[src/rtl/irq_evt_pkg.sv]
package irq_evt_pkg;

   localparam int EVT_LINES = 13;
   localparam int EVT_WORD_W = 32;

   // Event word bit position served by each interrupt line.
   function automatic int line_bit(input int idx);
      case (idx)
         0:       return 27;
         1:       return 26;
         2:       return 19;
         3:       return 20;
         4:       return 25;
         5:       return 24;
         6:       return 23;
         7:       return 21;
         8:       return 31;
         9:       return 28;
         10:      return 22;
         11:      return 29;
         12:      return 30;
         default: return 0;
      endcase
   endfunction

   // Bits of the event word that carry an event.
   function automatic logic [EVT_WORD_W-1:0] live_bits();
      logic [EVT_WORD_W-1:0] acc;
      acc = '0;
      for (int k = 0; k < EVT_LINES; k++) acc[line_bit(k)] = 1'b1;
      return acc;
   endfunction

endpackage

[src/rtl/irq_evt_latch.sv]
module irq_evt_latch #(
   parameter int LINES = 13
) (
   input  logic             clk,
   input  logic             rst_n,
   input  logic [LINES-1:0] set_l,
   input  logic             clr_we,
   input  logic [LINES-1:0] clr_l,
   output logic [LINES-1:0] evt_l
);

   for (genvar i = 0; i < LINES; i++) begin : g_bit
      logic bit_q;
      always_ff @(posedge clk or negedge rst_n) begin
         if (!rst_n)                   bit_q <= 1'b0;
         else if (set_l[i])            bit_q <= 1'b1;
         else if (clr_we && clr_l[i])  bit_q <= 1'b0;
      end
      assign evt_l[i] = bit_q;
   end

endmodule

[src/rtl/irq_mask_reg.sv]
module irq_mask_reg #(
   parameter int WIDTH = 32
) (
   input  logic             clk,
   input  logic             rst_n,
   input  logic             we,
   input  logic [WIDTH-1:0] wdata,
   output logic [WIDTH-1:0] mask_q
);

   always_ff @(posedge clk or negedge rst_n) begin
      if (!rst_n)  mask_q <= '0;
      else if (we) mask_q <= wdata;
   end

endmodule

[src/rtl/irq_line_route.sv]
module irq_line_route #(
   parameter int LINES   = 13,
   parameter bit OUT_REG = 1'b1
) (
   input  logic             clk,
   input  logic             rst_n,
   input  logic [LINES-1:0] evt_l,
   input  logic [LINES-1:0] en_l,
   output logic [LINES-1:0] lines
);

   for (genvar i = 0; i < LINES; i++) begin : g_line
      logic hit;
      assign hit = evt_l[i] & en_l[i];
      if (OUT_REG) begin : g_reg
         logic line_q;
         always_ff @(posedge clk or negedge rst_n) begin
            if (!rst_n) line_q <= 1'b0;
            else        line_q <= hit;
         end
         assign lines[i] = line_q;
      end else begin : g_comb
         assign lines[i] = hit;
      end
   end

endmodule

[src/rtl/irq_event_ctrl.sv]
module irq_event_ctrl #(
   parameter int             ADDR_W  = 10,
   parameter int             DATA_W  = 32,
   parameter int             LINES   = 13,
   parameter logic [9:0]     EVT_OFS = 10'h004,
   parameter logic [9:0]     MSK_OFS = 10'h008,
   parameter bit             OUT_REG = 1'b1
) (
   input  logic              clk,
   input  logic              rst_n,
   input  logic [ADDR_W-1:0] bus_addr,
   input  logic              bus_wr,
   input  logic [DATA_W-1:0] bus_wdata,
   output logic [DATA_W-1:0] bus_rdata,
   input  logic [LINES-1:0]  set_pulse,
   output logic [LINES-1:0]  irq_lines
);

   localparam logic [ADDR_W-1:0] EVT_A = ADDR_W'(EVT_OFS);
   localparam logic [ADDR_W-1:0] MSK_A = ADDR_W'(MSK_OFS);

   if (LINES != irq_evt_pkg::EVT_LINES) begin : g_bad_lines
      $error("LINES must equal the routed event count");
   end
   if (DATA_W < irq_evt_pkg::EVT_WORD_W) begin : g_bad_width
      $error("DATA_W too narrow for the event word");
   end
   if (EVT_OFS == MSK_OFS || EVT_OFS[1:0] != 2'b00 || MSK_OFS[1:0] != 2'b00) begin : g_bad_ofs
      $error("register offsets must be distinct and word aligned");
   end

   logic              hit_evt, hit_msk;
   logic [LINES-1:0]  clr_l, evt_l, en_l;
   logic [DATA_W-1:0] evt_word, mask_q;

   assign hit_evt = (bus_addr == EVT_A);
   assign hit_msk = (bus_addr == MSK_A);

   for (genvar i = 0; i < LINES; i++) begin : g_map
      localparam int B = irq_evt_pkg::line_bit(i);
      assign clr_l[i] = bus_wdata[B];
      assign en_l[i]  = mask_q[B];
   end

   always_comb begin
      evt_word = '0;
      for (int i = 0; i < LINES; i++) evt_word[irq_evt_pkg::line_bit(i)] = evt_l[i];
   end

   irq_evt_latch #(.LINES(LINES)) u_latch (
      .clk    (clk),
      .rst_n  (rst_n),
      .set_l  (set_pulse),
      .clr_we (bus_wr & hit_evt),
      .clr_l  (clr_l),
      .evt_l  (evt_l)
   );

   irq_mask_reg #(.WIDTH(DATA_W)) u_mask (
      .clk    (clk),
      .rst_n  (rst_n),
      .we     (bus_wr & hit_msk),
      .wdata  (bus_wdata),
      .mask_q (mask_q)
   );

   irq_line_route #(.LINES(LINES), .OUT_REG(OUT_REG)) u_route (
      .clk    (clk),
      .rst_n  (rst_n),
      .evt_l  (evt_l),
      .en_l   (en_l),
      .lines  (irq_lines)
   );

   always_comb begin
      if (hit_evt)      bus_rdata = evt_word;
      else if (hit_msk) bus_rdata = mask_q;
      else              bus_rdata = '0;
   end

endmodule

[config.mk]
export PLATFORM = sky130hd
export DESIGN_NAME = irq_event_ctrl
export DESIGN_NICKNAME = d
export VERILOG_FILES = /design/src/rtl/irq_evt_pkg.sv /design/src/rtl/irq_evt_latch.sv /design/src/rtl/irq_mask_reg.sv /design/src/rtl/irq_line_route.sv /design/src/rtl/irq_event_ctrl.sv
export SDC_FILE = /design/constraint.sdc
export NUM_CORES = 1
export LEC_CHECK = 0
export BUFFER_PORTS_ARGS = -buffer_cell sky130_fd_sc_hd__buf_4
export CAP_MARGIN = 0
export CORE_MARGIN = 5
export CORE_UTILIZATION = 53
export DETAILED_ROUTE_END_ITERATION = 8
export PLACE_DENSITY = 0.94
export SLEW_MARGIN = 15
export SYNTH_ARGS = -nofsm -noshare
export SYNTH_HDL_FRONTEND = slang
export SYNTH_SLANG_ARGS = --single-unit
[constraint.sdc]
create_clock -name clk -period 3 [get_ports clk]
set_clock_uncertainty 0.2 [all_clocks]
set_input_delay 0.15 -clock clk [delete_from_list [all_inputs] [get_ports clk]]
set_output_delay 0.15 -clock clk [all_outputs]
set_load 0.02 [all_outputs]
==> results.toml, run 1 <==
[yosys]
syn_avg_cell_area_um2 = 13.2
yosys_warnings = 0
yosys.cell_types.count = 19
seq_area_frac_synth = 0.535
ys_ff_latch = 58
netlist_area_um2 = 2710
syn_nets = 264
synth_cells = 206

[cts]
clock_sinks = 58
cts_tree = "done"
path_clk_slew_ns = 0.07
numCtsBuffers = 9
insertion_delay_ns = 0.34
root_buffer = "clkbuf_8"
clockBufferDepth = 2
ctsHtreeMaxLevel = 3

[global_routing]
grt_max_degree = 59
grt_util_all_layers = 0.273
grt_pass1_vias = 2477
grt_overflow = 0
grt_pass1_wl_um = 13100
antenna_found_initial = 0

[hold_path]
holdCritPathClass = "primary input to register"

[worst_setup_path]
worst-path-max-fanout = 19
critPathRequiredTime_ns = 2.65
cp-end-kind = "output pin"
start_kind = "primary input"
slowest_stage = "nor4_4"
cp.arrival_ns = 1.87
critPathKind = "primary input to output pin"
cpMostUsedCell = "buf_4"
path_cells = "buf_4 > nor4_4 > and3_1 > and2_1 > buf_4"
crit_path_max_incr_delay_ns = 0.61

[detailed_routing]
firstDrtPassIters = 4
post-route-drc-count = 0
wl_um = 8250
num_vias = 2207
wl_per_cell_um = 19.0
ant_nets = 0
drt_iter0_markers = 105
vias_per_cell = 5.09

[timing]
tightest_slew_ns = 0.719
clock.fmax_mhz = 451
tns_ns = 0
finalCriticalPeriod_ns = 2.22
slew_headroom = 0.521
hold_viol = 0
drv_slew = 0
min_period_over_period = 0.740
setup_violations = 0
rsz0062_at_grt = "false"

[layout]
final_cell_area_um2 = 4220
drive_gt1_frac = 0.426
area.growth.synth_to_final_pct = 55.8
multi_input_area_um2 = 1090
final_common_cell = "buf_4"
final_net_count = 417
num_antenna_cells = 0
mostFrequentLayoutCells = "107 x buf_4, 59 x dlygate4sd3_1, 58 x dfrtp_1"
register_area_um2 = 1450
fillers = 270

[floorplan]
ios = 103
placementRows = 26
dieArea_um2 = 6650
initial_core_util = 0.538
core_area_um2 = 5040
die_h_um = 81.5
die_w_um = 81.5

[power_and_ir_drop]
p_seq_frac = 0.462
p_int_mw = 1.33
power_leakage_nw = 2.08
p_clk_frac = 0.431
vdd_drop_max_v = 0.000399
p_sw_frac = 0.228
cellPowerDensity_nw_per_um2 = 408
comb_power_share = 0.107
p_sw_mw = 0.393

[placement]
placed_area_um2 = 3440
hpwl_um = 4960
routabilityCongestion = 0.743
io_buffers = 102

[flow_run]
cap_violations = 0

[outcome]
status = "finished clean"
-- kinds of logic after synthesis --
kind of cell,after synthesis,share of synthesized area
simple gates,66,0.157
mux,32,0.174
flops,58,0.535
buf+inv,24,0.0614
compound gates,26,0.0720
-- power groups by stage --
| stage | combinational, mW | sequential [mW] | clock, mW |
|---|---|---|---|
| floorplan | 0.0392 | 0.809 | 0 |
| global placement | 0.127 | 0.810 | 0 |
| detailed placement | 0.130 | 0.810 | 0 |
| CTS | 0.180 | 0.796 | 0.744 |
| global route | 0.196 | 0.797 | 0.794 |
| finish | 0.184 | 0.796 | 0.743 |
-- repair_timing --
item | CTS | global route
endpoints found under the hold margin | 103 | 0
gates resized for setup | 0 | 0
hold buffers | 59 | 0
buffers inserted | 0 | 0
-- cells in the mapped netlist --
master / instances / area [um^2]
dfrtp_1: 58 / 1450
and2_1: 32 / 200
mux2_4: 30 / 450
a21o_1: 13 / 97.6
a22oi_1: 13 / 97.6
buf_4: 13 / 97.6
nand4_1: 13 / 81.3
nor2_1: 13 / 48.8
clkbuf_1: 4 / 15.0
buf_2: 3 / 15.0
buf_6: 3 / 33.8
mux2_2: 2 / 22.5
nor2b_1: 2 / 12.5
nor4_4: 2 / 42.5
and3_1: 1 / 6.26
and3b_1: 1 / 8.76
clkbuf_2: 1 / 5.00
nand2_1: 1 / 3.75
nand4_4: 1 / 21.3
-- flip-flops by register name (all words and copies together), names as in the netlist --
| name | count |
|---|---|
| u_route.g_line.g_reg.line_q | 13 |
| u_mask.mask_q | 32 |
| u_latch.g_bit.bit_q | 13 |
-- final timing paths --
check / from / end / slack, ns / cells after the start
worst min-delay path: bus_wr / u_mask.mask_q[28]$_DFFE_PN0P_ / 0.07 / 3
min in group asynchronous: rst_n / u_mask.mask_q[4]$_DFFE_PN0P_ / 0.21 / 2
worst max-delay path: bus_addr[1] / bus_rdata[16] / 0.78 / 5
worst max register to register: u_latch.g_bit[0].bit_q$_DFFE_PN0P_ / u_latch.g_bit[0].bit_q$_DFFE_PN0P_ / 1.57 / 2
worst min register to register: u_mask.mask_q[18]$_DFFE_PN0P_ / u_mask.mask_q[18]$_DFFE_PN0P_ / 0.30 / 1
max in group asynchronous: rst_n / u_latch.g_bit[6].bit_q$_DFFE_PN0P_ / 1.91 / 2
-- cell type report --
class,count,share of cell area
sequential,58,0.344
timing repair buffer,166,0.330
multi-input combinational,124,0.259
clock buffer,14,0.0385
tap,70,0.0207
clock inverter,2,0.00829
-- stage by stage --
stage | power [mW] | hold WS (ns) | setup slack (ns) | utilization | cells
final | 1.72 | 0.0728 | 0.781 | 0.838 | 434
after global routing | 1.79 | 0.0619 | 0.610 | 0.838 | 434
after CTS | 1.72 | 0.0580 | 0.779 | 0.838 | 434
after detailed placement | 0.940 | 0.0568 | 0.748 | 0.681 | 359
after global placement | 0.937 | 0.0482 | 0.814 | 0.681 | 359
after floorplan | 0.848 | -0.346 | 1.35 | - | 206
-- worst max-delay path: cells and delay by family --
family	cells	cell delay, ns
AND/OR/NAND/NOR	3	1.44
buffers and inverters	2	0.27
-- routing by layer --
metal / global-route usage / share of wire
met5: 0 / 0
met4: 0.115 / 0.027
met3: 0.0614 / 0.070
met2: 0.493 / 0.53
met1: 0.309 / 0.37
No activity file was read; power rests on OpenSTA's default activity.
==> inputs of run 2 (changes only) <==
--- a/config.mk
+++ b/config.mk
@@ -8,9 +8,9 @@
 export BUFFER_PORTS_ARGS = -buffer_cell sky130_fd_sc_hd__buf_4
 export CAP_MARGIN = 0
 export CORE_MARGIN = 5
-export CORE_UTILIZATION = 53
+export CORE_UTILIZATION = 49
 export DETAILED_ROUTE_END_ITERATION = 8
-export PLACE_DENSITY = 0.94
+export PLACE_DENSITY = 0.89
 export SLEW_MARGIN = 15
 export SYNTH_ARGS = -nofsm -noshare
 export SYNTH_HDL_FRONTEND = slang
==> constraint.sdc (replaced) <==
create_clock -name clk -period 2.14 [get_ports clk]
set_clock_uncertainty 0.2 [all_clocks]
set_input_delay 0.107 -clock clk [delete_from_list [all_inputs] [get_ports clk]]
set_output_delay 0.107 -clock clk [all_outputs]
set_load 0.02 [all_outputs]
==> run 2 against run 1 <==
Effect of this change: sequential power rose by 41%; clock power rose by 37%; hold slack improved by 0.11 ns; clock-buffer cell count fell by 1; non-clock buffer count is 3 higher.
==> results.toml, run 2 (synthesis results as in run 1) <==
[worst_setup_path]
critPathRequiredTime_ns = 1.83
cp-end-kind = "output pin"
start_kind = "primary input"
regToRegSetupSlack_ns = 0.67
worst-path-max-fanout = 14
cp.arrival_ns = 1.66
critPathKind = "primary input to output pin"

[global_routing]
antenna_found_initial = 0
grt_util_all_layers = 0.229
grt_pass1_wl_um = 12600
grt_max_degree = 59
grt_pass1_vias = 2484
grt_overflow = 0

[placement]
io_buffers = 102
hpwl_um = 4700
routabilityCongestion = 0.789

[layout]
largest_register = "u_mask.mask_q"
final_common_cell = "buf_4"
num_antenna_cells = 0
largest_reg_flops = 32
multi_input_area_um2 = 1090
reg_top3 = "u_mask.mask_q x32, u_latch.g_bit.bit_q x13, u_route.g_line.g_reg.line_q x13"
final_util = 0.782
area.growth.synth_to_final_pct = 56.9
final_net_count = 420
fillers = 334
mostFrequentLayoutCells = "110 x buf_4, 59 x dlygate4sd3_1, 58 x dfrtp_1"
register_area_um2 = 1450
drive_gt1_frac = 0.434

[timing]
clock.fmax_mhz = 509
holdWs_ns = 0.179
drv_slew = 0
tightest_slew_ns = 0.715
finalCriticalPeriod_ns = 1.96
slew_headroom = 0.523
tns_ns = 0
min_period_over_period = 0.918
setup_violations = 0
rsz0062_at_grt = "false"
hold_viol = 0

[power_and_ir_drop]
vdd_drop_max_v = 0.000400
cellPowerDensity_nw_per_um2 = 562
power_leakage_nw = 2.10
comb_power_share = 0.107
p_int_mw = 1.89
p_sw_frac = 0.210
p_sw_mw = 0.502
p_clk_frac = 0.427
p_seq_frac = 0.467

[detailed_routing]
ant_nets = 0
drt_iter0_markers = 185
num_vias = 2278
firstDrtPassIters = 5
wl_per_cell_um = 17.7
vias_per_cell = 5.20
wl_um = 7750
post-route-drc-count = 0

[floorplan]
core_area_um2 = 5440
dieArea_um2 = 7120
ios = 103
die_w_um = 84.4
placementRows = 27
initial_core_util = 0.499
die_h_um = 84.4

[hold_path]
holdCritPathClass = "primary input to async pin"

[cts]
cts_resized = 0
insertion_delay_ns = 0.32
cts_post_setup_buffers_inserted = 0
path_clk_slew_ns = 0.06
numCtsBuffers = 9
cts_tree = "done"
ctsHtreeMaxLevel = 3
clock_sinks = 58
clockBufferDepth = 2
root_buffer = "clkbuf_8"

[outcome]
status = "finished clean"

[flow_run]
cap_violations = 0
-- run 2: metrics by stage --
step | area [um^2] | total power [mW] | cells | setup slack (ns)
after floorplan | 2710 | 1.19 | 206 | 0.574
after global placement | 3460 | 1.32 | 364 | 0.258
after detailed placement | 3460 | 1.32 | 364 | 0.237
after CTS | 4260 | 2.40 | 438 | 0.217
after global routing | 4260 | 2.49 | 438 | 0.0740
final | 4260 | 2.39 | 438 | 0.176
-- run 2: area by class of cell --
type | instances | share of cell area
flip-flops and latches | 58 | 0.341
repair buffers | 169 | 0.333
multi-input cells | 124 | 0.257
clock buffers | 13 | 0.0397
well taps | 72 | 0.0212
clock inverters | 2 | 0.00823
-- run 2: worst paths after layout --
check | endpoint | startpoint | depth (start not counted)
setup / recovery | bus_rdata[29] | bus_addr[1] | 6
hold / removal | u_mask.mask_q[23]$_DFFE_PN0P_ | rst_n | 2
setup reg to reg | u_latch.g_bit[10].bit_q$_DFFE_PN0P_ | u_latch.g_bit[10].bit_q$_DFFE_PN0P_ | 2
hold reg to reg | u_mask.mask_q[17]$_DFFE_PN0P_ | u_mask.mask_q[17]$_DFFE_PN0P_ | 1
max in group asynchronous | u_mask.mask_q[3]$_DFFE_PN0P_ | rst_n | 2
min in group clk | u_mask.mask_q[23]$_DFFE_PN0P_ | bus_wr | 4
-- run 2: repair_timing --
item,4_1_cts,5_1_grt
hold buffers,59,0
endpoints found under the setup margin,0,0
hold endpoints to repair,103,0
-- run 2: worst max-delay path, cell delays in order --
cell     delay [ns]
buf_4          0.12
nor4_4         0.37
buf_4          0.28
nand2_1        0.37
nor2_1         0.24
buf_4          0.17
-- run 2: power by group through the flow --
stage	Combinational (mW)	Sequential, mW	Clock, mW
final	0.256	1.12	1.02
after global routing	0.273	1.12	1.10
after detailed placement	0.183	1.14	0
after global placement	0.180	1.13	0
after floorplan	0.0549	1.13	0
after CTS	0.252	1.12	1.03
-- run 2: metal layers --
layer	track usage	up-vias	routed length, um
li1	-	1022	-
met1	0.262	1121	2900
met2	0.411	109	4180
met3	0.0442	26	433
met4	0.104	0	231
met5	0	-	0
==> inputs of run 3 (changes only) <==
--- a/config.mk
+++ b/config.mk
@@ -10,7 +10,7 @@
 export CORE_MARGIN = 5
 export CORE_UTILIZATION = 49
 export DETAILED_ROUTE_END_ITERATION = 8
-export PLACE_DENSITY = 0.89
+export PLACE_DENSITY = 0.83
 export SLEW_MARGIN = 15
 export SYNTH_ARGS = -nofsm -noshare
 export SYNTH_HDL_FRONTEND = slang
==> run 3 against run 2 <==
Effect of this change: combinational power is 2% lower; non-clock buffer count is 3 lower; critical path type unchanged; clock-buffer cell count stayed put; register-to-register slack hardly changed; flip-flop and latch count stayed put; core utilization is 0.37 points lower; sequential share of layout area is 0.16 points higher; wire length is 1.6% lower; design area is 0.47% lower; highest routed layer unchanged.
==> results.toml, run 3 (synthesis results as in run 1) <==
[timing]
rsz0062_at_grt = "false"
slew_headroom = 0.280
tns_ns = 0
hold_viol = 0
finalCriticalPeriod_ns = 1.94
clock.fmax_mhz = 516
min_period_over_period = 0.905
holdWs_ns = 0.193
setup_ws_ns = 0.202
drv_slew = 0
setup_violations = 0
tightest_slew_ns = 1.08

[power_and_ir_drop]
p_seq_frac = 0.464
p_clk_frac = 0.431
vdd_drop_max_v = 0.000435
p_int_mw = 1.89
cellPowerDensity_nw_per_um2 = 567
power_leakage_nw = 2.08
p_sw_mw = 0.514
comb_power_share = 0.105
finalPower_mw = 2.40
p_sw_frac = 0.214

[layout]
drive_gt1_frac = 0.430
final_cell_area_um2 = 4240
mostFrequentLayoutCells = "107 x buf_4, 59 x dlygate4sd3_1, 58 x dfrtp_1"
largest_reg_flops = 32
area.growth.synth_to_final_pct = 56.2
final_net_count = 417
largest_register = "u_mask.mask_q"
final_common_cell = "buf_4"
reg_top3 = "u_mask.mask_q x32, u_latch.g_bit.bit_q x13, u_route.g_line.g_reg.line_q x13"

[global_routing]
grt_max_degree = 59
grt_pass1_wl_um = 12400
grt_overflow = 0
grt_pass1_vias = 2472
antenna_found_initial = 1
grt_util_all_layers = 0.225

[placement]
io_buffers = 102
routabilityCongestion = 0.718
placed_area_um2 = 3440
hpwl_um = 4510
dp_slack_ns = 0.217

[detailed_routing]
drt_iter0_markers = 85
num_vias = 2201
post-route-drc-count = 0
wl_per_cell_um = 17.5
ant_nets = 0
firstDrtPassIters = 4
wl_um = 7630
vias_per_cell = 5.05

[cts]
cts_resized = 0
clock_sinks = 58
ctsHtreeMaxLevel = 3
path_clk_slew_ns = 0.07
cts_tree = "done"
insertion_delay_ns = 0.32
clockBufferDepth = 2
cts_post_setup_buffers_inserted = 0
postCtsHoldBufs = 59
root_buffer = "clkbuf_8"
numCtsBuffers = 9

[worst_setup_path]
critPathRequiredTime_ns = 1.83
startpoint = "bus_addr[1]"
cp-end-kind = "output pin"
critPathKind = "primary input to output pin"
worst-path-max-fanout = 19
cp.arrival_ns = 1.63
start_kind = "primary input"
reg2reg_from = "u_latch.g_bit[8].bit_q$_DFFE_PN0P_"

[hold_path]
holdCritPathClass = "primary input to async pin"

[floorplan]
ios = 103
initial_core_util = 0.499
die_w_um = 84.4
core_area_um2 = 5440
dieArea_um2 = 7120
die_h_um = 84.4
placementRows = 27

[flow_run]
cap_violations = 0

[outcome]
status = "finished clean"
==> run 3: changes by cell type in the layout (fill, tap and decap cells not counted) <==
| cell | previous run | this run |
|---|---|---|
| buf_4 | 110 | 107 |
| diode_2 | 0 | 1 |
==> run 3: final cells by class <==
type / count / area, um^2
flip-flops and latches: 58 / 1450
well taps: 72 / 90.1
diodes: 1 / 2.50
fillers: 323 / 1200
repair buffers: 166 / 1390
multi-input cells: 124 / 1090
clock buffers: 13 / 169
clock inverters: 2 / 35.0
==> run 3: layer usage <==
layer,wire length (um),track usage,vias up
met4,247,0.114,0
met2,4200,0.415,80
met3,417,0.0383,25
li1,-,-,1012
met5,0,0,-
met1,2760,0.248,1084
==> run 3: worst max-delay path: stages <==
cell and delay [ns]:
buf_4 0.12, nor4_4 0.41, and3_1 0.60, and2_1 0.24, buf_4 0.15
==> run 3: final timing paths <==
check / endpoint / slack [ns] / depth (start not counted)
max in group asynchronous: u_latch.g_bit[7].bit_q$_DFFE_PN0P_ / 1.06 / 2
min in group clk: u_mask.mask_q[1]$_DFFE_PN0P_ / 0.24 / 4
setup reg to reg: u_latch.g_bit[8].bit_q$_DFFE_PN0P_ / 0.67 / 2
hold / removal: u_mask.mask_q[16]$_DFFE_PN0P_ / 0.19 / 2
setup / recovery: bus_rdata[5] / 0.20 / 5
hold reg to reg: u_mask.mask_q[14]$_DFFE_PN0P_ / 0.30 / 1
==> run 3: power groups by stage <==
stage               Clock, mW  Combinational, mW  Sequential (mW)
floorplan                   0             0.0549             1.13
global route             1.10              0.273             1.12
finish                   1.04              0.251             1.12
CTS                      1.05              0.248             1.12
global placement            0              0.176             1.14
detailed placement          0              0.179             1.14
==> run 3: through the flow <==
stage,utilization,instances
6_report,0.779,436
5_1_grt,0.779,436
4_1_cts,0.778,435
3_5_place_dp,0.632,361
3_3_place_gp,0.632,361
2_1_floorplan,-,206
